--- src/rtl/cmp_evt_pkg.sv ---
package cmp_evt_pkg;

   typedef enum logic [1:0] {
      SNS_LEVEL = 2'd0,
      SNS_FALL  = 2'd1,
      SNS_RISE  = 2'd2,
      SNS_BOTH  = 2'd3
   } sense_e;

   // bit 7 down to bit 0
   typedef struct packed {
      logic   trig_lvl;
      sense_e trig_sns;
      logic   int_lvl;
      sense_e int_sns;
      logic   invert;
      logic   rsvd;
   } ctrl_t;

   localparam int CTRL_W   = $bits(ctrl_t);
   localparam int ADR_CTRL = 0;
   localparam int ADR_MASK = 1;
   localparam int ADR_STAT = 2;
   localparam int ADR_VIEW = 3;
   localparam int N_DET    = 2;   // 0: interrupt, 1: trigger

endpackage

--- src/rtl/cmp_sync.sv ---
module cmp_sync #(
   parameter int STAGES = 2
) (
   input  logic clk,
   input  logic rst_n,
   input  logic d_i,
   output logic q_o
);
   if (STAGES < 2) begin : g_bad_stages
      $error("cmp_sync: STAGES must be at least 2");
   end

   logic [STAGES-1:0] chain_q;

   always_ff @(posedge clk or negedge rst_n) begin
      if (!rst_n) chain_q <= '0;
      else        chain_q <= {chain_q[STAGES-2:0], d_i};
   end

   assign q_o = chain_q[STAGES-1];
endmodule

--- src/rtl/cmp_sense.sv ---
module cmp_sense
   import cmp_evt_pkg::*;
(
   input  logic   clk,
   input  logic   rst_n,
   input  logic   cur_i,
   input  logic   prev_i,
   input  sense_e mode_i,
   input  logic   lvl_i,
   input  logic   hold_i,
   output logic   lvl_hit_o,
   output logic   edge_hit_o
);
   logic rise, fall;

   assign rise = cur_i & ~prev_i;
   assign fall = ~cur_i & prev_i;

   always_comb begin
      lvl_hit_o = (mode_i == SNS_LEVEL) && (cur_i == lvl_i);
      unique case (mode_i)
         SNS_FALL: edge_hit_o = fall;
         SNS_RISE: edge_hit_o = rise;
         SNS_BOTH: edge_hit_o = rise | fall;
         default:  edge_hit_o = 1'b0;
      endcase
      if (hold_i) edge_hit_o = 1'b0;
   end

   // an edge report always corresponds to a real change of the conditioned value
   a_r4_real_edge: assert property (@(posedge clk) disable iff (!rst_n)
      edge_hit_o |-> (cur_i != prev_i));

   // level mode and edge reports are exclusive
   a_r2_mode_excl: assert property (@(posedge clk) disable iff (!rst_n)
      (mode_i == SNS_LEVEL) |-> !edge_hit_o);
endmodule

--- src/rtl/cmp_regs.sv ---
module cmp_regs
   import cmp_evt_pkg::*;
#(
   parameter int ADDR_W = 2,
   parameter int DATA_W = 8
) (
   input  logic              clk,
   input  logic              rst_n,
   input  logic              wr_en_i,
   input  logic [ADDR_W-1:0] wr_addr_i,
   input  logic [DATA_W-1:0] wr_data_i,
   input  logic [ADDR_W-1:0] rd_addr_i,
   input  logic              stat_i,
   input  logic              cond_i,
   output ctrl_t             ctrl_q,
   output ctrl_t             ctrl_nxt,
   output logic              ctrl_wr,
   output logic              mask_q,
   output logic              clr_o,
   output logic [DATA_W-1:0] rd_data_o
);
   if (DATA_W < CTRL_W) begin : g_bad_data
      $error("cmp_regs: DATA_W must hold the control byte");
   end
   if (ADDR_W < 2) begin : g_bad_addr
      $error("cmp_regs: ADDR_W must reach four locations");
   end

   logic mask_wr;

   assign ctrl_wr  = wr_en_i && (wr_addr_i == ADDR_W'(ADR_CTRL));
   assign mask_wr  = wr_en_i && (wr_addr_i == ADDR_W'(ADR_MASK));
   assign clr_o    = wr_en_i && (wr_addr_i == ADDR_W'(ADR_STAT)) && wr_data_i[0];
   assign ctrl_nxt = ctrl_t'({wr_data_i[CTRL_W-1:1], 1'b0});

   always_ff @(posedge clk or negedge rst_n) begin
      if (!rst_n) begin
         ctrl_q <= '0;
         mask_q <= 1'b0;
      end else begin
         if (ctrl_wr) ctrl_q <= ctrl_nxt;
         if (mask_wr) mask_q <= wr_data_i[0];
      end
   end

   always_comb begin
      rd_data_o = '0;
      if (rd_addr_i == ADDR_W'(ADR_CTRL))
         rd_data_o[CTRL_W-1:0] = ctrl_q;
      else if (rd_addr_i == ADDR_W'(ADR_MASK))
         rd_data_o[0] = mask_q;
      else if (rd_addr_i == ADDR_W'(ADR_STAT))
         rd_data_o[0] = stat_i;
      else if (rd_addr_i == ADDR_W'(ADR_VIEW))
         rd_data_o[2:0] = {stat_i & mask_q, stat_i, cond_i};
   end

   // the reserved bit never holds a 1
   a_r1_rsvd_low: assert property (@(posedge clk) disable iff (!rst_n)
      ctrl_wr |=> (ctrl_q.rsvd == 1'b0));
endmodule

--- src/rtl/cmp_event_cond.sv ---
module cmp_event_cond
   import cmp_evt_pkg::*;
#(
   parameter int SYNC_STAGES = 2,
   parameter int ADDR_W      = 2,
   parameter int DATA_W      = 8
) (
   input  logic              clk,
   input  logic              rst_n,
   input  logic              cmp_raw_i,
   input  logic              wr_en_i,
   input  logic [ADDR_W-1:0] wr_addr_i,
   input  logic [DATA_W-1:0] wr_data_i,
   input  logic [ADDR_W-1:0] rd_addr_i,
   output logic [DATA_W-1:0] rd_data_o,
   output logic              irq_o,
   output logic              trig_o
);
   ctrl_t  ctrl_q, ctrl_nxt;
   logic   ctrl_wr, mask_q, clr;
   logic   sync_q, cond, prev_q, stat_q, stat_nxt;
   sense_e det_mode [N_DET];
   logic   det_lvl  [N_DET];
   logic   lvl_hit  [N_DET];
   logic   edge_hit [N_DET];

   cmp_sync #(.STAGES(SYNC_STAGES)) i_sync (
      .clk   (clk),
      .rst_n (rst_n),
      .d_i   (cmp_raw_i),
      .q_o   (sync_q)
   );

   cmp_regs #(.ADDR_W(ADDR_W), .DATA_W(DATA_W)) i_regs (
      .clk       (clk),
      .rst_n     (rst_n),
      .wr_en_i   (wr_en_i),
      .wr_addr_i (wr_addr_i),
      .wr_data_i (wr_data_i),
      .rd_addr_i (rd_addr_i),
      .stat_i    (stat_q),
      .cond_i    (cond),
      .ctrl_q    (ctrl_q),
      .ctrl_nxt  (ctrl_nxt),
      .ctrl_wr   (ctrl_wr),
      .mask_q    (mask_q),
      .clr_o     (clr),
      .rd_data_o (rd_data_o)
   );

   assign cond = sync_q ^ ctrl_q.invert;

   // previous value re-based on the new inversion during a control write
   always_ff @(posedge clk or negedge rst_n) begin
      if (!rst_n)       prev_q <= 1'b0;
      else if (ctrl_wr) prev_q <= sync_q ^ ctrl_nxt.invert;
      else              prev_q <= cond;
   end

   assign det_mode[0] = ctrl_q.int_sns;
   assign det_lvl[0]  = ctrl_q.int_lvl;
   assign det_mode[1] = ctrl_q.trig_sns;
   assign det_lvl[1]  = ctrl_q.trig_lvl;

   for (genvar k = 0; k < N_DET; k++) begin : g_det
      cmp_sense i_sense (
         .clk        (clk),
         .rst_n      (rst_n),
         .cur_i      (cond),
         .prev_i     (prev_q),
         .mode_i     (det_mode[k]),
         .lvl_i      (det_lvl[k]),
         .hold_i     (ctrl_wr),
         .lvl_hit_o  (lvl_hit[k]),
         .edge_hit_o (edge_hit[k])
      );
   end

   always_comb begin
      if (ctrl_q.int_sns == SNS_LEVEL) stat_nxt = lvl_hit[0];
      else                             stat_nxt = edge_hit[0] | (stat_q & ~clr);
   end

   always_ff @(posedge clk or negedge rst_n) begin
      if (!rst_n) stat_q <= 1'b0;
      else        stat_q <= stat_nxt;
   end

   assign trig_o = lvl_hit[1] | edge_hit[1];
   assign irq_o  = stat_q & mask_q;

   // in edge mode the status bit survives every cycle without a clear
   a_r6_sticky: assert property (@(posedge clk) disable iff (!rst_n)
      (ctrl_q.int_sns != SNS_LEVEL && stat_q && !clr) |=> stat_q);

   // in level mode the status bit tracks the previous cycle's match
   a_r7_level_follow: assert property (@(posedge clk) disable iff (!rst_n)
      (ctrl_q.int_sns == SNS_LEVEL) |=> (stat_q == $past(cond == ctrl_q.int_lvl)));

   // no request leaves the block while the enable is off
   a_r8_masked: assert property (@(posedge clk) disable iff (!rst_n)
      !mask_q |-> !irq_o);

   // a control write never fires an edge-mode trigger
   a_r9_quiet_write: assert property (@(posedge clk) disable iff (!rst_n)
      (ctrl_wr && ctrl_q.trig_sns != SNS_LEVEL) |-> !trig_o);
endmodule

--- config.mk ---
export PLATFORM = sky130hd
export DESIGN_NAME = cmp_event_cond
export DESIGN_NICKNAME = d
export VERILOG_FILES = /design/src/rtl/cmp_evt_pkg.sv /design/src/rtl/cmp_sync.sv /design/src/rtl/cmp_sense.sv /design/src/rtl/cmp_regs.sv /design/src/rtl/cmp_event_cond.sv
export SDC_FILE = /design/constraint.sdc
export NUM_CORES = 1
export LEC_CHECK = 0
export BUFFER_PORTS_ARGS = -buffer_cell sky130_fd_sc_hd__buf_2
export CAP_MARGIN = 20
export CORE_MARGIN = 5
export CORE_UTILIZATION = 37
export CTS_CLUSTER_DIAMETER = 100
export DETAILED_ROUTE_END_ITERATION = 6
export PLACE_DENSITY = 0.69
export SLEW_MARGIN = 25
export SYNTH_ARGS = -nofsm -noshare
export SYNTH_HDL_FRONTEND = slang
export SYNTH_HIERARCHICAL = 1
export SYNTH_SLANG_ARGS = --single-unit
export TNS_END_PERCENT = 100
--- constraint.sdc ---
create_clock -name clk -period 4.7 [get_ports clk]
set_input_delay 1.41 -clock clk [delete_from_list [all_inputs] [get_ports clk]]
set_output_delay 1.41 -clock clk [all_outputs]
set_load 0.02 [all_outputs]
# After elaboration in Yosys (flattened, before gate mapping)
# Cells that the tools add are included.
[op_classes]
eq_ne = 13
n_bitwise = 12
reduce_logical = 10
mux = 13
[ops]
columns = ["cell", "count"]
rows = [
  ["$eq A2 B2 Y1 const B", 7],
  ["$eq A2 B1 Y1 const B", 4],
  ["$logic_not A2 Y1", 4],
  ["$logic_and A1 B1 Y1", 6],
  ["$mux W1", 6],
  ["$mux W3", 2],
  ["$pmux W1 S3", 2],
  ["$mux W5", 1],
  ["$and A1 B1 Y1", 4],
  ["$mux W2", 2],
  ["$not A1 Y1", 3],
  ["$or A1 B1 Y1", 3],
  ["$eq A1 B1 Y1", 2],
  ["$xor A1 B1 Y1", 2],
]
[word_totals]
out_inout_bits = 10
input_bits = 16
word_cells = 57
register_bits = 12

# Longest topological paths before layout
# Gate-level depths: netlist (run 1).
[logic_depth]
ltp_word = 8
depth_mapped = 6
mapped_depth_nobuf = 6

# Hierarchy
# The synthesis (run 1) kept the hierarchy.
[modules_own_cells]
columns = ["module", "n_inst", "seq_area_each_um2", "area_per_inst_um2", "cells_per_inst"]
rows = [
  ["cmp_regs", 1, 200.2, 484.2, 42],
  ["cmp_sense", 2, 0.0, 80.1, 10],
  ["cmp_event_cond", 1, 50.0, 115.1, 11],
  ["cmp_sync", 1, 50.0, 50.0, 2],
]

# Least setup slack after synthesis (run 1)
# No wires, ideal clock.
[synth_path]
path_type = "input-to-output"
startpoint = "in wr_addr_i[0]"
endpoint = "out trig_o"
cell_stages = 3
arrival_time_ns = 2.230
required_time_ns = 3.290
slack_ns = 1.060
path_buffers = 0
cell_sequence = "nor3b_4 -> a311oi_2 -> or2_2"
[synth_rtl]
columns = ["element", "line_no", "rtl"]
rows = [
  ["start, declared", "cmp_event_cond.sv:12", "input logic [ADDR_W-1:0] wr_addr_i,"],
  ["end, declared", "cmp_event_cond.sv:17", "output logic trig_o"],
]

==> reports/summary.txt, run 1 <==
Status -> complete, no violations
Tcrit/Tclk final -> 81.8%
Antenna Nets Post-Route -> 0
Diode count -> 0
Worst Hold Class -> register to register
Max Clock Freq -> 260 MHz
Slowest-stage cell, CP -> or2_2
Global placement routability congestion -> 0.673
Mean post-synth cell area -> 11.3 µm²
Max Cap Viol -> 0
Setup crit end kind -> output port
Detailed Route Iter0 Violations -> 1
H-tree levels -> 1
IO Count -> 26
Clk pin slew, worst setup/hold paths -> 0.06 ns
Syn Nets -> 86
Vert. Die Dim -> 54.9 µm
Lkg Pwr -> 0.466 nW
CTS buffer count -> 3
Worst Setup Start Kind -> input port
Mapped Area -> 746 µm²
Setup violations, final -> 0
Post-route minimum period -> 3.85 ns
Hold Slack -> 0.352 ns
Drt total wl -> 1380 µm
CTS root buffer -> clkbuf_4
CP Data Required Time -> 3.29 ns
Fillcell total -> 200
Yosys warns -> 6
Type of the worst setup path -> input port to output port
Reg2reg setup slack -> 2.68 ns
Gr ovfl total -> 0
Final Instance Count excl. Fillers -> 121
Worst path max stage delay -> 0.29 ns
Hpwl dp -> 1110 µm
Gr usage total -> 10.7%
First-pass GRT wire length -> 2300 µm
Initial antenna violation count -> 0
I/O Buffers -> 25
Storage cell area -> 300 µm²
Crit path top cell by count -> buf_2
CTS max path bufs -> 2
TritonCTS sink count -> 12
P per Cell Area -> 357 nW/µm²
Final Hold Fails -> 0
Nets@finish -> 116
Cell area after layout -> 927 µm²
Worst VDD drop -> 183 µV
Worst skew pair latency -> 0.26 ns
Count of hold-fix buffers inserted at cts -> 0
Unrepaired setup endpoints after global routing -> no
Average routed wire per standard cell -> 11.4 µm
Initial core utilization -> 38.4%
Worst slew pin tran -> 0.620 ns
Num rows -> 16
Layout Area Growth over Synthesis -> 24.3%
Vias -> 573
Vias in the first global route -> 538
Fin. max-slew vios -> 0
Die ar. -> 3010 µm²
Data arrival time of the critical path -> 2.44 ns
CTS resizes -> 0
Worst slew margin -> 58.5%
Area after DPL -> 905 µm²
Drt drc -> 0
DR vias/cell -> 4.74
Number of post-CTS setup repair buffers -> 0
Pre-antenna DRT Iters -> 4
Gate Count Post-Synth -> 66
Core ar. -> 1940 µm²
Skew final -> 0.00175 ns
CTS tree -> done
Crit path max fanout -> 10
Largest net degree at the start of global routing -> 13
Cell chain of the critical path -> buf_2 -> nor3b_4 -> buf_4 -> a311oi_2 -> or2_2 -> buf_2
Layout cell share with drive strength beyond 1 -> 44.7%
Area of the multi-input gates -> 423 µm²
Overall Power -> 0.331 mW
Die Width -> 54.9 µm
Setup TNS -> 0 ns
Placed cells -> 118
[metal layers]
layer  track usage (%)  vias to the layer above  share of wire (%)
met4              6.07                        0               0.73
met1              13.9                      267                 46
met5                 0                        -                  0
met2              16.9                       14                 47
met3              1.61                        2                5.4
li1                  -                      290                  -
[stage by stage]
stage,worst slack (ns),utilization [%]
after floorplan,1.06,-
after global placement,0.871,46.6
after detailed placement,0.848,46.6
after CTS,0.844,47.7
after global routing,0.765,47.7
final,0.855,47.7
[worst max-delay path: cells and delay by family]
| family | cells | cell delay, ns |
|---|---|---|
| buffers and inverters | 3 | 0.51 |
| and+or+nand+nor | 2 | 0.47 |
| AOI/OAI and AO/OA | 1 | 0.05 |
[layout make-up]
type	count	share of cell area, %
clock buffer	3	2.43
multi-input combinational	49	45.6
inverter	4	1.62
timing repair buffer	26	14.3
tap	27	3.64
sequential	12	32.4
[report_power, final]
part / internal (mW) / leakage [nW] / switching, mW
registers: 0.123 / 0.141 / 0.0224
logic: 0.0645 / 0.311 / 0.0638
clock network: 0.0295 / 0.0138 / 0.0273
[state kept, by name, indices dropped and copies added, names as in the netlist]
name,cells
i_regs/ctrl_q,7
prev_q,1
stat_q,1
i_regs/mask_q,1
i_sync/chain_q,2
[layout by cell type, fill, tap and decap left out, types with 2 or more instances in the layout]
master    count
buf_2        25
dfrtp_1      12
mux2_2        8
and2_1        6
inv_1         4
ha_1          4
xor2_1        3
mux2i_1       3
clkbuf_4      3
nor2_1        2
or2b_1        2
nand2b_1      2
a21oi_1       2
a311oi_2      2
nor3_1        2
nand2_1       2
[worst paths after layout]
check / depth (start not counted) / startpoint / to
max reg2reg: 6 / i_regs/ctrl_q[1] / stat_q
min reg2reg: 0 / i_sync/chain_q[0] / i_sync/chain_q[1]
min in group asynchronous: 1 / rst_n / i_regs/ctrl_q[7]
max in group asynchronous: 1 / rst_n / i_regs/ctrl_q[2]
max: 6 / wr_addr_i[0] / trig_o
min: 0 / i_sync/chain_q[0] / i_sync/chain_q[1]
Note: power is estimated with default switching activity, not from simulation.
==> run 2, diff against run 1 <==
--- a/config.mk
+++ b/config.mk
@@ -5,13 +5,14 @@
 export SDC_FILE = /design/constraint.sdc
 export NUM_CORES = 1
 export LEC_CHECK = 0
+export ABC_AREA = 1
 export BUFFER_PORTS_ARGS = -buffer_cell sky130_fd_sc_hd__buf_2
 export CAP_MARGIN = 20
 export CORE_MARGIN = 5
 export CORE_UTILIZATION = 37
 export CTS_CLUSTER_DIAMETER = 100
 export DETAILED_ROUTE_END_ITERATION = 6
-export PLACE_DENSITY = 0.69
+export PLACE_DENSITY = 0.7
 export SLEW_MARGIN = 25
 export SYNTH_ARGS = -nofsm -noshare
 export SYNTH_HDL_FRONTEND = slang
==> constraint.sdc (replaced) <==
create_clock -name clk -period 3.4 [get_ports clk]
set_input_delay 1.02 -clock clk [delete_from_list [all_inputs] [get_ports clk]]
set_output_delay 1.02 -clock clk [all_outputs]
set_load 0.02 [all_outputs]
==> run 2 against run 1 <==
  * Routed wire length increased by 22%
  * Cell area increased by 11%
  * First-iteration DRC count increased to 7.0 times the previous value
  * Combinational power increased by 23%
  * Core utilization decreased by 1.3 points
==> reports/summary.txt, run 2 <==
Status -> complete, no violations
Most frequent cells in the layout -> nand2_1, inv_1, buf_2
Setup TNS -> 0 ns
Max Cap Viol -> 0
Die ar. -> 3350 µm²
Vias in the first global route -> 779
Largest reg by FF count -> i_regs/ctrl_q
Setup violations, final -> 0
H-tree levels -> 1
Clk pin slew, worst setup/hold paths -> 0.07 ns
Drt total wl -> 1690 µm
Commonest non-fill, non-tap cell in the layout -> nand2_1
Storage cell area -> 300 µm²
Fin. max-slew vios -> 0
Global placement routability congestion -> 0.743
P per Cell Area -> 450 nW/µm²
Nets@finish -> 178
Largest net degree at the start of global routing -> 13
Average routed wire per standard cell -> 9.12 µm
Setup ws final -> 0.201 ns
Hpwl dp -> 1440 µm
Gr ovfl total -> 0
Antenna Nets Post-Route -> 0
Mean post-synth cell area -> 6.54 µm²
Gr usage total -> 11.5%
Worst slew margin -> 81.1%
Worst slew pin tran -> 0.283 ns
CP Data Required Time -> 2.38 ns
Area of the multi-input gates -> 414 µm²
TritonCTS sink count -> 12
Post-route minimum period -> 3.20 ns
I/O Buffers -> 25
Gate Count Post-Synth -> 130
Count of hold-fix buffers inserted at cts -> 0
Layout cell share with drive strength beyond 1 -> 21.7%
Initial core utilization -> 38.4%
Number of post-CTS setup repair buffers -> 0
Drt drc -> 0
Diode count -> 0
Max Clock Freq -> 313 MHz
Setup crit end kind -> output port
Detailed Route Iter0 Violations -> 7
Hold Slack -> 0.351 ns
CTS root buffer -> clkbuf_4
Worst Hold Class -> register to register
Unrepaired setup endpoints after global routing -> no
Crit path max fanout -> 8
Core ar. -> 2210 µm²
Layout Area Growth over Synthesis -> 20.9%
Die Width -> 57.9 µm
Mapped Area -> 850 µm²
DR top layer -> met4
Skew final -> 0.00157 ns
CTS max path bufs -> 2
Largest register FFs -> 7
Vias -> 812
Place WS -> 0.188 ns
Overall Power -> 0.462 mW
Tcrit/Tclk final -> 94.1%
First-pass GRT wire length -> 3010 µm
Wl on met1 -> 739 µm
Worst VDD drop -> 279 µV
Pre-antenna DRT Iters -> 2
Data arrival time of the critical path -> 2.18 ns
Worst Setup Start Kind -> input port
Fillcell total -> 232
Lkg Pwr -> 0.650 nW
Metal2 WL -> 858 µm
Worst skew pair latency -> 0.27 ns
IO Count -> 26
Syn Nets -> 150
WL met3 -> 66 µm
Final Hold Fails -> 0
Top Registers -> i_regs/ctrl_q x7, i_sync/chain_q x2
Initial antenna violation count -> 0
DR vias/cell -> 4.39
Yosys warns -> 6
Type of the worst setup path -> input port to output port
CTS tree -> done
CTS resizes -> 0
CTS buffer count -> 3
Vert. Die Dim -> 57.9 µm
Num rows -> 17
[run 2: worst max-delay path, stage by stage]
cell	delay, ns
buf_2	0.13
nor2_4	0.21
nand2_4	0.11
inv_1	0.12
inv_1	0.05
nand3_1	0.07
nor2_1	0.04
or2_2	0.27
buf_2	0.16
[run 2: area by class of cell]
class                   instances  area share (%)
well taps                      28            3.41
flip-flops and latches         12            29.2
repair buffers                 25            12.2
multi-input cells              85            40.3
clock buffers                   4            3.53
inverters                      31            11.3
[run 2: final timing paths]
kind	from	to	slack [ns]	cells after the start
hold / removal	i_sync/chain_q[0]	i_sync/chain_q[1]	0.35	0
hold reg to reg	i_sync/chain_q[0]	i_sync/chain_q[1]	0.35	0
setup / recovery	wr_addr_i[0]	trig_o	0.20	9
min in group asynchronous	rst_n	i_regs/ctrl_q[3]	0.60	1
setup reg to reg	i_regs/ctrl_q[1]	stat_q	1.72	12
max in group asynchronous	rst_n	prev_q	2.60	1
[run 2: stage by stage]
stage / cell area, µm² / util (%) / std cells
3_5_place_dp: 991 / 44.8 / 181
5_1_grt: 1030 / 46.4 / 185
4_1_cts: 1030 / 46.4 / 185
3_3_place_gp: 991 / 44.8 / 181
6_report: 1030 / 46.4 / 185
2_1_floorplan: 850 / - / 130
[run 2: metal layers]
| metal | vias up | GRT usage [%] |
|---|---|---|
| met5 | - | 0 |
| met1 | 355 | 13.0 |
| met3 | 4 | 1.34 |
| li1 | 437 | - |
| met2 | 16 | 20.3 |
| met4 | 0 | 6.95 |
[run 2: report_power, final]
group          leakage, nW  switching (mW)  internal (mW)
Clock               0.0210          0.0486         0.0651
Combinational        0.481          0.0963         0.0613
Sequential           0.147          0.0249          0.166
==> run 3, diff against run 2 <==
--- a/config.mk
+++ b/config.mk
@@ -12,10 +12,9 @@
 export CORE_UTILIZATION = 37
 export CTS_CLUSTER_DIAMETER = 100
 export DETAILED_ROUTE_END_ITERATION = 6
-export PLACE_DENSITY = 0.7
+export PLACE_DENSITY = 0.73
 export SLEW_MARGIN = 25
 export SYNTH_ARGS = -nofsm -noshare
 export SYNTH_HDL_FRONTEND = slang
-export SYNTH_HIERARCHICAL = 1
 export SYNTH_SLANG_ARGS = --single-unit
 export TNS_END_PERCENT = 100
==> run 3 against run 2 <==
  * Cell area down 12%
  * Clock-buffer cell count unchanged
  * Area after synthesis down 14%
  * Maximum frequency up 15%
  * Power down 1.2%
  * Critical path type unchanged
  * Highest routed layer unchanged
==> reports/summary.txt, run 3 <==
Drt drc -> 0
Layout cell share with drive strength beyond 1 -> 39.2%
Register area share after synthesis -> 41.0%
Async SR Flop Fraction -> 100%
Final Hold Fails -> 0
CTS root buffer -> clkbuf_4
Tcrit/Tclk final -> 81.8%
P per Cell Area -> 503 nW/µm²
EDFF count, synth -> 0
Mapped Area -> 733 µm²
Drt total wl -> 1520 µm
Average routed wire per standard cell -> 10.4 µm
Slowest-stage cell, CP -> buf_2
Crit path max fanout -> 7
Detailed Route Iter0 Violations -> 10
Max Cap Viol -> 0
Netlist cell types -> 19
CTS tree -> done
Core ar. -> 1920 µm²
Layout Area Growth over Synthesis -> 23.9%
DR top layer -> met4
Metal2 WL -> 751 µm
Nets@finish -> 137
Worst slew pin tran -> 0.280 ns
Cell chain of the critical path -> buf_2 -> nor2_1 -> inv_2 -> o22ai_1 -> buf_2
Synth area leader -> dfrtp_1
Largest register FFs -> 7
Count of hold-fix buffers inserted at cts -> 0
Antenna Nets Post-Route -> 0
CTS resizes -> 0
Top Registers -> i_regs.ctrl_q x7, i_sync.chain_q x2
I/O Buffers -> 25
CTS buffer count -> 3
Vert. Die Dim -> 54.5 µm
CTS max path bufs -> 2
Worst VDD drop -> 265 µV
IO Count -> 26
Vias -> 661
Hpwl dp -> 1260 µm
Vias in the first global route -> 619
Mean post-synth cell area -> 7.97 µm²
Top cells by count, synth -> nand2_1, inv_1, dfrtp_1
Wl on met1 -> 662 µm
CP Data Required Time -> 2.38 ns
Clk pin slew, worst setup/hold paths -> 0.08 ns
Global placement routability congestion -> 0.831
Main synth FF type -> dfrtp_1
Die Width -> 54.5 µm
Gr ovfl total -> 0
Worst path max stage delay -> 0.19 ns
Worst Hold Class -> register to register
Synth area leaders -> dfrtp_1, nand2_1, o21ai_2
Max Clock Freq -> 359 MHz
Diode count -> 0
Largest net degree at the start of global routing -> 15
Top-area cell type share of the netlist area -> 41.0%
Skew final -> 0.00227 ns
Largest reg by FF count -> i_regs.ctrl_q
Worst slew margin -> 81.3%
H-tree levels -> 1
Gr usage total -> 12.1%
Most frequent cell after synthesis -> nand2_1
TritonCTS sink count -> 12
Most frequent cells in the layout -> buf_2, nand2_1, inv_1
DR vias/cell -> 4.50
Fin. max-slew vios -> 0
Yosys warns -> 0
Setup crit end kind -> output port
Syn Nets -> 108
Hold Slack -> 0.356 ns
Type of the worst setup path -> input port to output port
Worst skew pair latency -> 0.27 ns
Initial antenna violation count -> 0
Crit path top cell by count -> buf_2
Synthesized flop and latch total -> 12
Gate Count Post-Synth -> 92
Number of post-CTS setup repair buffers -> 0
Die ar. -> 2970 µm²
Unrepaired setup endpoints after global routing -> no
Post-route minimum period -> 2.78 ns
Num rows -> 16
Setup violations, final -> 0
WL met3 -> 97 µm
Lkg Pwr -> 0.518 nW
Worst Setup Start Kind -> input port
Data arrival time of the critical path -> 1.76 ns
Status -> complete, no violations
Setup TNS -> 0 ns
Initial core utilization -> 38.2%
Commonest non-fill, non-tap cell in the layout -> buf_2
Pre-antenna DRT Iters -> 4
First-pass GRT wire length -> 2570 µm
run 3: worst max-delay path, delay by kind of cell:
family,cells,cell delay [ns]
simple gates,1,0.18
buf+inv,3,0.43
compound gates,1,0.14
run 3: cell families (layout without fill, tap and decap cells):
| logic type | Yosys count | after routing | share of synthesized area, % |
|---|---|---|---|
| flops | 12 | 12 | 41.0 |
| compound gates | 13 | 13 | 13.0 |
| xor+xnor | 1 | 1 | 1.19 |
| simple gates | 48 | 48 | 33.1 |
| buf+inv | 18 | 46 | 11.8 |
run 3: area by class of cell:
cell class | instances | area (µm²)
multi-input cells | 62 | 347
clock buffers | 4 | 36.3
flip-flops and latches | 12 | 300
well taps | 27 | 33.8
repair buffers | 25 | 125
inverters | 17 | 66.3
fillers | 207 | 1010
run 3: where the power goes:
part,internal [mW],switching [mW],total (mW)
sequential,0.167,0.0159,0.183
combinational,0.0582,0.100,0.158
clock,0.0650,0.0499,0.115
total,0.291,0.166,0.457
run 3: per-layer routing:
metal	GRT usage, %	vias up
met1	14.7	292
met5	0	-
met2	19.9	22
met3	3.54	2
met4	4.98	0
li1	-	345
run 3: path summary, 6_finish.rpt:
check / start / endpoint / slack, ns / cells after the start
worst max register to register: i_regs.ctrl_q[1] / stat_q / 2.39 / 7
worst min register to register: i_sync.chain_q[0] / i_sync.chain_q[1] / 0.36 / 0
max in group asynchronous: rst_n / i_regs.mask_q / 2.57 / 1
worst min-delay path: i_sync.chain_q[0] / i_sync.chain_q[1] / 0.36 / 0
min in group asynchronous: rst_n / i_regs.ctrl_q[6] / 0.61 / 1
worst max-delay path: rd_addr_i[0] / rd_data_o[2] / 0.62 / 5
run 3: stage by stage:
step / util [%] / instance area [µm²] / cells / power, mW / worst slack, ns
4_1_cts: 47.3 / 908 / 147 / 0.463 / 0.608
3_5_place_dp: 45.4 / 872 / 143 / 0.348 / 0.613
6_report: 47.3 / 908 / 147 / 0.457 / 0.617
3_3_place_gp: 45.4 / 872 / 143 / 0.344 / 0.698
2_1_floorplan: - / 733 / 92 / 0.299 / 0.793
5_1_grt: 47.3 / 908 / 147 / 0.490 / 0.566
